==> config.mk <==
export PLATFORM = sky130hd
export DESIGN_NAME = gpio_ioc_port
export DESIGN_NICKNAME = d
export VERILOG_FILES = /design/src/rtl/gpio_ioc_pkg.sv /design/src/rtl/gpio_sync.sv /design/src/rtl/gpio_pin_ctrl.sv /design/src/rtl/gpio_ioc.sv /design/src/rtl/gpio_ioc_port.sv
export SDC_FILE = /design/constraint.sdc
export NUM_CORES = 1
export LEC_CHECK = 0
export BUFFER_PORTS_ARGS = -buffer_cell sky130_fd_sc_hd__buf_2
export CAP_MARGIN = 20
export CORE_UTILIZATION = 40
export CTS_BUF_LIST = sky130_fd_sc_hd__clkbuf_8
export CTS_CLUSTER_SIZE = 24
export DETAILED_ROUTE_END_ITERATION = 16
export HOLD_SLACK_MARGIN = 0.1
export MAX_ROUTING_LAYER = met4
export PLACE_DENSITY = 0.73
export SLEW_MARGIN = 20
export SYNTH_ARGS = -nofsm -noshare
export SYNTH_HDL_FRONTEND = slang
export SYNTH_SLANG_ARGS = --single-unit
==> constraint.sdc <==
create_clock -name clk_i -period 2.4 [get_ports clk_i]
set_clock_uncertainty 0.05 [all_clocks]
set_input_delay 0.36 -clock clk_i [delete_from_list [all_inputs] [get_ports clk_i]]
set_output_delay 0.36 -clock clk_i [all_outputs]
set_load 0.02 [all_outputs]
==> src/rtl/gpio_ioc_pkg.sv <==
package gpio_ioc_pkg;
  typedef enum logic [1:0] {
    SEL_DATA = 2'd0,
    SEL_DIR  = 2'd1,
    SEL_CTRL = 2'd2,
    SEL_NONE = 2'd3
  } reg_sel_e;

  localparam int unsigned CTRL_PU_BIT   = 0;
  localparam int unsigned CTRL_FLAG_BIT = 1;
endpackage

==> src/rtl/gpio_sync.sv <==
module gpio_sync #(
  parameter int unsigned W = 8
) (
  input  logic         clk_i,
  input  logic         rst_ni,
  input  logic [W-1:0] d_i,
  output logic [W-1:0] q_o
);
  for (genvar g = 0; g < W; g++) begin : g_bit
    logic s1_q, s2_q;
    always_ff @(posedge clk_i or negedge rst_ni) begin
      if (!rst_ni) begin
        s1_q <= 1'b0;
        s2_q <= 1'b0;
      end else begin
        s1_q <= d_i[g];
        s2_q <= s1_q;
      end
    end
    assign q_o[g] = s2_q;
  end
endmodule

==> src/rtl/gpio_pin_ctrl.sv <==
module gpio_pin_ctrl #(
  parameter int unsigned W = 8
) (
  input  logic         clk_i,
  input  logic         rst_ni,
  input  logic         data_we_i,
  input  logic         dir_we_i,
  input  logic         pu_we_i,
  input  logic [W-1:0] wdata_i,
  input  logic         pu_dis_n_i,
  output logic [W-1:0] dir_o,
  output logic         pu_dis_n_o,
  output logic [W-1:0] pad_o,
  output logic [W-1:0] pad_oe_o,
  output logic [W-1:0] pad_pu_o
);
  logic [W-1:0] lat_q, dir_q;
  logic         pu_dis_n_q;

  always_ff @(posedge clk_i or negedge rst_ni) begin
    if (!rst_ni) begin
      lat_q      <= '0;
      dir_q      <= '1;
      pu_dis_n_q <= 1'b1;
    end else begin
      if (data_we_i) lat_q <= wdata_i;
      if (dir_we_i)  dir_q <= wdata_i;
      if (pu_we_i)   pu_dis_n_q <= pu_dis_n_i;
    end
  end

  assign dir_o      = dir_q;
  assign pu_dis_n_o = pu_dis_n_q;
  assign pad_o      = lat_q;
  assign pad_oe_o   = ~dir_q;
  // pull-up only on inputs, and only while globally enabled
  assign pad_pu_o   = dir_q & {W{~pu_dis_n_q}};

  p_pu_inputs_only_r4: assert property (@(posedge clk_i) disable iff (!rst_ni)
    (pad_pu_o & pad_oe_o) == '0);
  p_dir_write_r2: assert property (@(posedge clk_i) disable iff (!rst_ni)
    dir_we_i |=> pad_oe_o == ~$past(wdata_i));
endmodule

==> src/rtl/gpio_ioc.sv <==
module gpio_ioc #(
  parameter int unsigned W = 4
) (
  input  logic         clk_i,
  input  logic         rst_ni,
  input  logic [W-1:0] pin_i,
  input  logic [W-1:0] dir_i,
  input  logic         port_acc_i,
  input  logic         flag_clr_i,
  output logic         mismatch_o,
  output logic         flag_o
);
  logic [W-1:0] snap_q;
  logic [W-1:0] diff;
  logic         flag_q;

  always_ff @(posedge clk_i or negedge rst_ni) begin
    if (!rst_ni) snap_q <= '0;
    else if (port_acc_i) snap_q <= pin_i;
  end

  assign diff       = (pin_i ^ snap_q) & dir_i;
  assign mismatch_o = |diff;

  // set dominates clear
  always_ff @(posedge clk_i or negedge rst_ni) begin
    if (!rst_ni) flag_q <= 1'b0;
    else if (mismatch_o) flag_q <= 1'b1;
    else if (flag_clr_i) flag_q <= 1'b0;
  end
  assign flag_o = flag_q;

  p_set_on_mismatch_r6: assert property (@(posedge clk_i) disable iff (!rst_ni)
    mismatch_o |=> flag_o);
  p_hold_r8: assert property (@(posedge clk_i) disable iff (!rst_ni)
    (flag_o && !flag_clr_i) |=> flag_o);
  p_clear_r8: assert property (@(posedge clk_i) disable iff (!rst_ni)
    (flag_clr_i && !mismatch_o) |=> !flag_o);
  p_outputs_ignored_r5: assert property (@(posedge clk_i) disable iff (!rst_ni)
    (dir_i == '0) |-> !mismatch_o);
endmodule

==> src/rtl/gpio_ioc_port.sv <==
module gpio_ioc_port
  import gpio_ioc_pkg::*;
#(
  parameter int unsigned WIDTH  = 8,
  parameter int unsigned IOC_LO = 4
) (
  input  logic             clk_i,
  input  logic             rst_ni,
  input  logic [1:0]       addr_i,
  input  logic             wr_en_i,
  input  logic             rd_en_i,
  input  logic [WIDTH-1:0] wdata_i,
  output logic [WIDTH-1:0] rdata_o,
  input  logic [WIDTH-1:0] pad_i,
  output logic [WIDTH-1:0] pad_o,
  output logic [WIDTH-1:0] pad_oe_o,
  output logic [WIDTH-1:0] pad_pu_o,
  output logic             irq_o,
  output logic             wake_o
);
  localparam int unsigned IOC_W = WIDTH - IOC_LO;

  reg_sel_e         sel;
  logic [WIDTH-1:0] pin_sync, dir;
  logic             pu_dis_n, flag, mismatch;
  logic             data_we, dir_we, ctrl_we, port_acc, flag_clr;

  assign sel      = reg_sel_e'(addr_i);
  assign data_we  = wr_en_i && sel == SEL_DATA;
  assign dir_we   = wr_en_i && sel == SEL_DIR;
  assign ctrl_we  = wr_en_i && sel == SEL_CTRL;
  assign port_acc = (wr_en_i || rd_en_i) && sel == SEL_DATA;
  assign flag_clr = ctrl_we && !wdata_i[CTRL_FLAG_BIT];

  gpio_sync #(.W(WIDTH)) u_sync (
    .clk_i (clk_i),
    .rst_ni(rst_ni),
    .d_i   (pad_i),
    .q_o   (pin_sync)
  );

  gpio_pin_ctrl #(.W(WIDTH)) u_pins (
    .clk_i     (clk_i),
    .rst_ni    (rst_ni),
    .data_we_i (data_we),
    .dir_we_i  (dir_we),
    .pu_we_i   (ctrl_we),
    .wdata_i   (wdata_i),
    .pu_dis_n_i(wdata_i[CTRL_PU_BIT]),
    .dir_o     (dir),
    .pu_dis_n_o(pu_dis_n),
    .pad_o     (pad_o),
    .pad_oe_o  (pad_oe_o),
    .pad_pu_o  (pad_pu_o)
  );

  gpio_ioc #(.W(IOC_W)) u_ioc (
    .clk_i     (clk_i),
    .rst_ni    (rst_ni),
    .pin_i     (pin_sync[WIDTH-1:IOC_LO]),
    .dir_i     (dir[WIDTH-1:IOC_LO]),
    .port_acc_i(port_acc),
    .flag_clr_i(flag_clr),
    .mismatch_o(mismatch),
    .flag_o    (flag)
  );

  always_comb begin
    rdata_o = '0;
    unique case (sel)
      SEL_DATA: rdata_o = pin_sync;
      SEL_DIR:  rdata_o = dir;
      SEL_CTRL: begin
        rdata_o[CTRL_PU_BIT]   = pu_dis_n;
        rdata_o[CTRL_FLAG_BIT] = flag;
      end
      default:  rdata_o = '0;
    endcase
  end

  assign irq_o  = flag;
  assign wake_o = mismatch;

  p_flag_not_set_by_write_r9: assert property (@(posedge clk_i) disable iff (!rst_ni)
    (ctrl_we && !irq_o && !wake_o) |=> !irq_o);
  p_access_keeps_flag_r7: assert property (@(posedge clk_i) disable iff (!rst_ni)
    (port_acc && irq_o) |=> irq_o);
endmodule

---- Word level (Yosys, flattened, before mapping) ----
Cells that the tools add are included.
W data, S select, Z words.
word-level totals
  register bits ........................... 38
  output and inout bits ................... 34
cells by class
  equal/unequal tests ..................... 2
  muxes and demuxes ....................... 4
  bitwise operators ....................... 5
  reduce and logical (&&, ||, !) cells .... 10
operators by type and width
  operator              number
  $pmux W6 S2           1
  $and A8 B8 Y8         1
  $not A8 Y8            1
  $pmux W2 S3           1
  $logic_and A1 B1 Y1   5
  $and A4 B4 Y4         1
  $reduce_or A4 Y1      1
  $xor A4 B4 Y4         1
  $eq A2 B1 Y1 const B  1
  $eq A2 B2 Y1 const B  1
  $logic_not A2 Y1      1
  $mux W1               2
  $reduce_bool A2 Y1    1
  $logic_not A1 Y1      1
  $logic_or A1 B1 Y1    1
  $not A1 Y1            1

---- Depth between registers and ports, before layout ----
  word-level depth ........................ 5
  mapped depth ............................ 4
  depth with buffers taken out ............ 3

---- By module ----
From an unflattened synthesis, not the netlist that was laid out.
unflattened totals
  cells, all modules ...................... 120
  area total of the unflattened synthesis .. 1671.6 um^2
by module, submodules not included
  module         instances  cells an instance  area each (um^2)
  gpio_pin_ctrl  1          52                 790.8
  gpio_sync      1          24                 460.4
  gpio_ioc       1          18                 235.2
  gpio_ioc_port  1          26                 185.2

---- Worst setup path after synthesis ----
No wires, ideal clock.
  path kind ............................... register to output
  start point ............................. register u_pins.pu_dis_n_q, in the netlist u_pins.pu_dis_n_o
  end point ............................... output rdata_o[0]
  arrival time ............................ 1345 ps
  slack ................................... 645 ps
  stages on the path, launching flop included .. 4
  path buffers ............................ 1
  path through ............................ dfstp_2 clkbuf_1 mux2i_1 o21ai_0
on the way
  longest elaborated chain between the ends .. 1
ends and longest elaborated chain
  what                    line                 source
  start, declared         gpio_pin_ctrl.sv:18  logic pu_dis_n_q;
  start signal, assigned  gpio_pin_ctrl.sv:28  if (pu_we_i) pu_dis_n_q <= pu_dis_n_i;
  $pmux W2 S3             gpio_ioc_port.sv:70  unique case (sel)
  end, declared           gpio_ioc_port.sv:13  output logic [WIDTH-1:0] rdata_o,
Every way passes these cells.

---- Worst setup path in the final report ----
Same ends and word-level chain as after synthesis.

==> qor.txt <==
FINISH
--------------------------------------------------------------------------------------
Filler instances                                                                   325
Area Growth Syn to Fin                                                           28.0%
Diode insertion count for antenna repair                                             0
Share of cells above drive strength 1                                            0.561
Total number of nets in the final design                                           192
Most common cell after layout, fill and taps aside                               buf_2
Core utilization of the finished layout                                          0.532
Commonest cells after routing, fill and taps aside                        55 x buf_2, 29 x dfrtp_1, 21 x mux2_2, 15 x nor2_1, 9 x dfstp_2

LOGIC SYNTHESIS
--------------------------------------------------------------------------------------
Gate count of the mapped netlist                                                   111
Count of state elements after synthesis                                             38
Synthesized area per cell                                                     13.7 um2
Sequential fraction of the synthesis area                                        0.632
Synthesized cell area                                                         1520 um2
Unique masters post-synth                                                           18
Count of yosys warnings during synthesis                                             0
Net Count, Synth                                                                   133

PLACE
--------------------------------------------------------------------------------------
Hpwl dp                                                                        2270 um
I/O Buffers                                                                         55
Gp weighted congestion                                                           0.706

SETUP PATH
--------------------------------------------------------------------------------------
Chain of cells forming the critical path                                  mux2i_1, o21ai_0, buf_2
Crit Path Category                                                        register to output pin
Worst Reg2Reg Path Length in Cells                                                   3
Critical-path maximum fanout                                                        10
Capturing element type of the critical path                                 output pin
Reg-to-Reg Start                                                          u_sync.g_bit[7].s2_q
Kind of start point of the critical path                                      register
Delay contributed by the slowest stage of the critical path                     660 ps
Destination of the worst register-to-register timing path                 u_ioc.flag_o
Critical Path Slowest Stage Cell                                               dfstp_2
Required arrival time at the worst endpoint                                    1990 ps
Cell class contributing the biggest share of worst-path delay               flip-flops
Minimum setup slack among reg-to-reg paths                                     1300 ps
Worst path arrival time                                                        1450 ps
CP Buf/Inv Count                                                                     1

FLOORPLANNING
--------------------------------------------------------------------------------------
Core region area                                                              3660 um2
Count of boundary I/O pins                                                          56
Initial standard-cell utilization of the core                                    0.416
Area of the die                                                               4050 um2
Height of the chip                                                             63.7 um
Site Rows                                                                           22
Die width                                                                      63.7 um

STA
--------------------------------------------------------------------------------------
Setup TNS after final layout                                                      0 ps
Worst slack on hold paths                                                       109 ps
Highest Clock Rate                                                             538 MHz
Final max-slew violation count                                                       0
Tightest Pin Transition                                                         810 ps
Relative slew margins                                                            0.460
Count of final setup violators                                                       0
Final Critical Period                                                          1860 ps
Fraction of the cycle the final worst path needs                                 0.775
Setup repair after global routing missed its margin                              false
Number of endpoints with negative hold slack in the final report                     0

GLOBAL ROUTE
--------------------------------------------------------------------------------------
Initial antenna violation count                                                      0
Wire length of the first global-routing pass                                   4920 um
Largest net degree at the start of global routing                                   39
Total grt overflow                                                                   0
Vias in the first global route                                                    1075
GRT Resource Usage Total                                                         0.173

CLOCK NETWORK
--------------------------------------------------------------------------------------
Number of hold buffers added after cts                                               0
Clock sinks                                                                         38
Post-CTS repair timing setup buffer count                                            0
Clock latency reported for the late side of the worst-skew pair                 290 ps
Clock slew at the register clock pins of the worst setup and hold paths          70 ps
Largest buffer count on any clock path                                               2
TritonCTS clock tree                                                             built
CTS resizes                                                                          0
Number of levels in the clock H-tree                                                 2
CTS root buf                                                                  clkbuf_8
Number of buffers inserted during clock tree synthesis                               5

ROUTE
--------------------------------------------------------------------------------------
Remaining antenna violation count                                                    0
Wire per inst                                                                  13.8 um
Detailed-routing iteration count for the pre-antenna-repair pass                     3
Number of vias after detailed routing                                             1047
Final routed DRC violation total                                                     0
First-iteration detailed-routing DRC count                                          17
Mean number of vias per cell                                                      4.78
Wire length reported by the detailed router                                    3020 um

STATUS
--------------------------------------------------------------------------------------
Outcome                                                                   complete, no violations

JOB
--------------------------------------------------------------------------------------
Number of max-cap violations                                                         0

POWER
--------------------------------------------------------------------------------------
Pwr dens                                                                    885 nW/um2
Maximum ir drop on the vdd rail                                               0.565 mV
Leakage power                                                                 0.968 nW

MIN PATH
--------------------------------------------------------------------------------------
Worst hold-check path type                                                input port to async pin

[how the worst max path moves through the flow]
stage / start / to / cells after the start / slack [ps]
6_report: u_pins.pu_dis_n_o / rdata_o[0] / 3 / 540
5_1_grt: u_pins.pu_dis_n_o / rdata_o[0] / 3 / 430
4_1_cts: u_pins.pu_dis_n_o / rdata_o[0] / 3 / 500
3_5_place_dp: addr_i[0] / rdata_o[1] / 5 / 740
3_3_place_gp: addr_i[0] / rdata_o[0] / 5 / 790
2_1_floorplan: u_pins.pu_dis_n_o / rdata_o[0] / 3 / 650
[where the power goes]
group	internal [mW]	switching, mW	total [mW]	leakage, nW
clock	0.290	0.208	0.498	0.0575
combinational	0.168	0.251	0.419	0.479
sequential	0.744	0.0641	0.808	0.432
total	1.20	0.523	1.73	0.968
[metal layers]
| metal | wire (um) | track usage | up-vias |
|---|---|---|---|
| met5 | 0 | - | - |
| met4 | 38 | 0.0682 | 0 |
| met3 | 207 | 0.0688 | 5 |
| met2 | 1460 | 0.270 | 48 |
| met1 | 1310 | 0.198 | 509 |
| li1 | - | - | 485 |
[cell usage after synthesis, drive strengths merged]
cell type | instances | area share
and2b | 1 | 0.0049
nand3 | 1 | 0.0033
inv | 8 | 0.020
xor2 | 4 | 0.023
nor3b | 1 | 0.012
nor3 | 1 | 0.011
nand2 | 4 | 0.012
buf | 2 | 0.0099
a22oi | 2 | 0.0099
o21ai | 3 | 0.0099
nor2 | 15 | 0.037
clkbuf | 1 | 0.0025
mux2 | 21 | 0.16
dfstp | 9 | 0.16
mux2i | 8 | 0.053
dfrtp | 29 | 0.48
nand3b | 1 | 0.0049
[flip-flops by register name (all words and copies together), names as in the netlist]
register,count
u_pins.dir_o,8
u_pins.pad_o,8
u_sync.g_bit.s1_q,8
u_sync.g_bit.s2_q,8
u_ioc.snap_q,4
u_ioc.flag_o,1
u_pins.pu_dis_n_o,1
[kinds of logic (layout without fill, tap and decap cells)]
| logic type | after synthesis | count (layout) | synth area share |
|---|---|---|---|
| flip-flops | 38 | 38 | 0.632 |
| buffers and inverters | 11 | 71 | 0.0321 |
| XOR/XNOR | 4 | 4 | 0.0230 |
| multiplexers | 29 | 29 | 0.208 |
| AND/OR/NAND/NOR | 24 | 24 | 0.0847 |
| AO/OA/AOI/OAI | 5 | 5 | 0.0197 |
[stage by stage]
stage | setup slack [ps] | instance area [um2] | power, mW | instances
3_3_place_gp | 791 | 1840 | 1.23 | 211
6_report | 540 | 1950 | 1.73 | 219
3_5_place_dp | 737 | 1840 | 1.24 | 211
2_1_floorplan | 645 | 1520 | 1.08 | 111
4_1_cts | 501 | 1950 | 1.75 | 219
5_1_grt | 426 | 1950 | 1.82 | 219
[final cells by class]
type,count,area (um2),share of cell area
inverter,8,30.0,0.0154
multi-input combinational,62,510,0.262
tap,48,60.1,0.0308
timing repair buffer,55,275,0.141
sequential,38,962,0.494
clock buffer,8,110,0.0565
(Power assumes the default switching activity.)
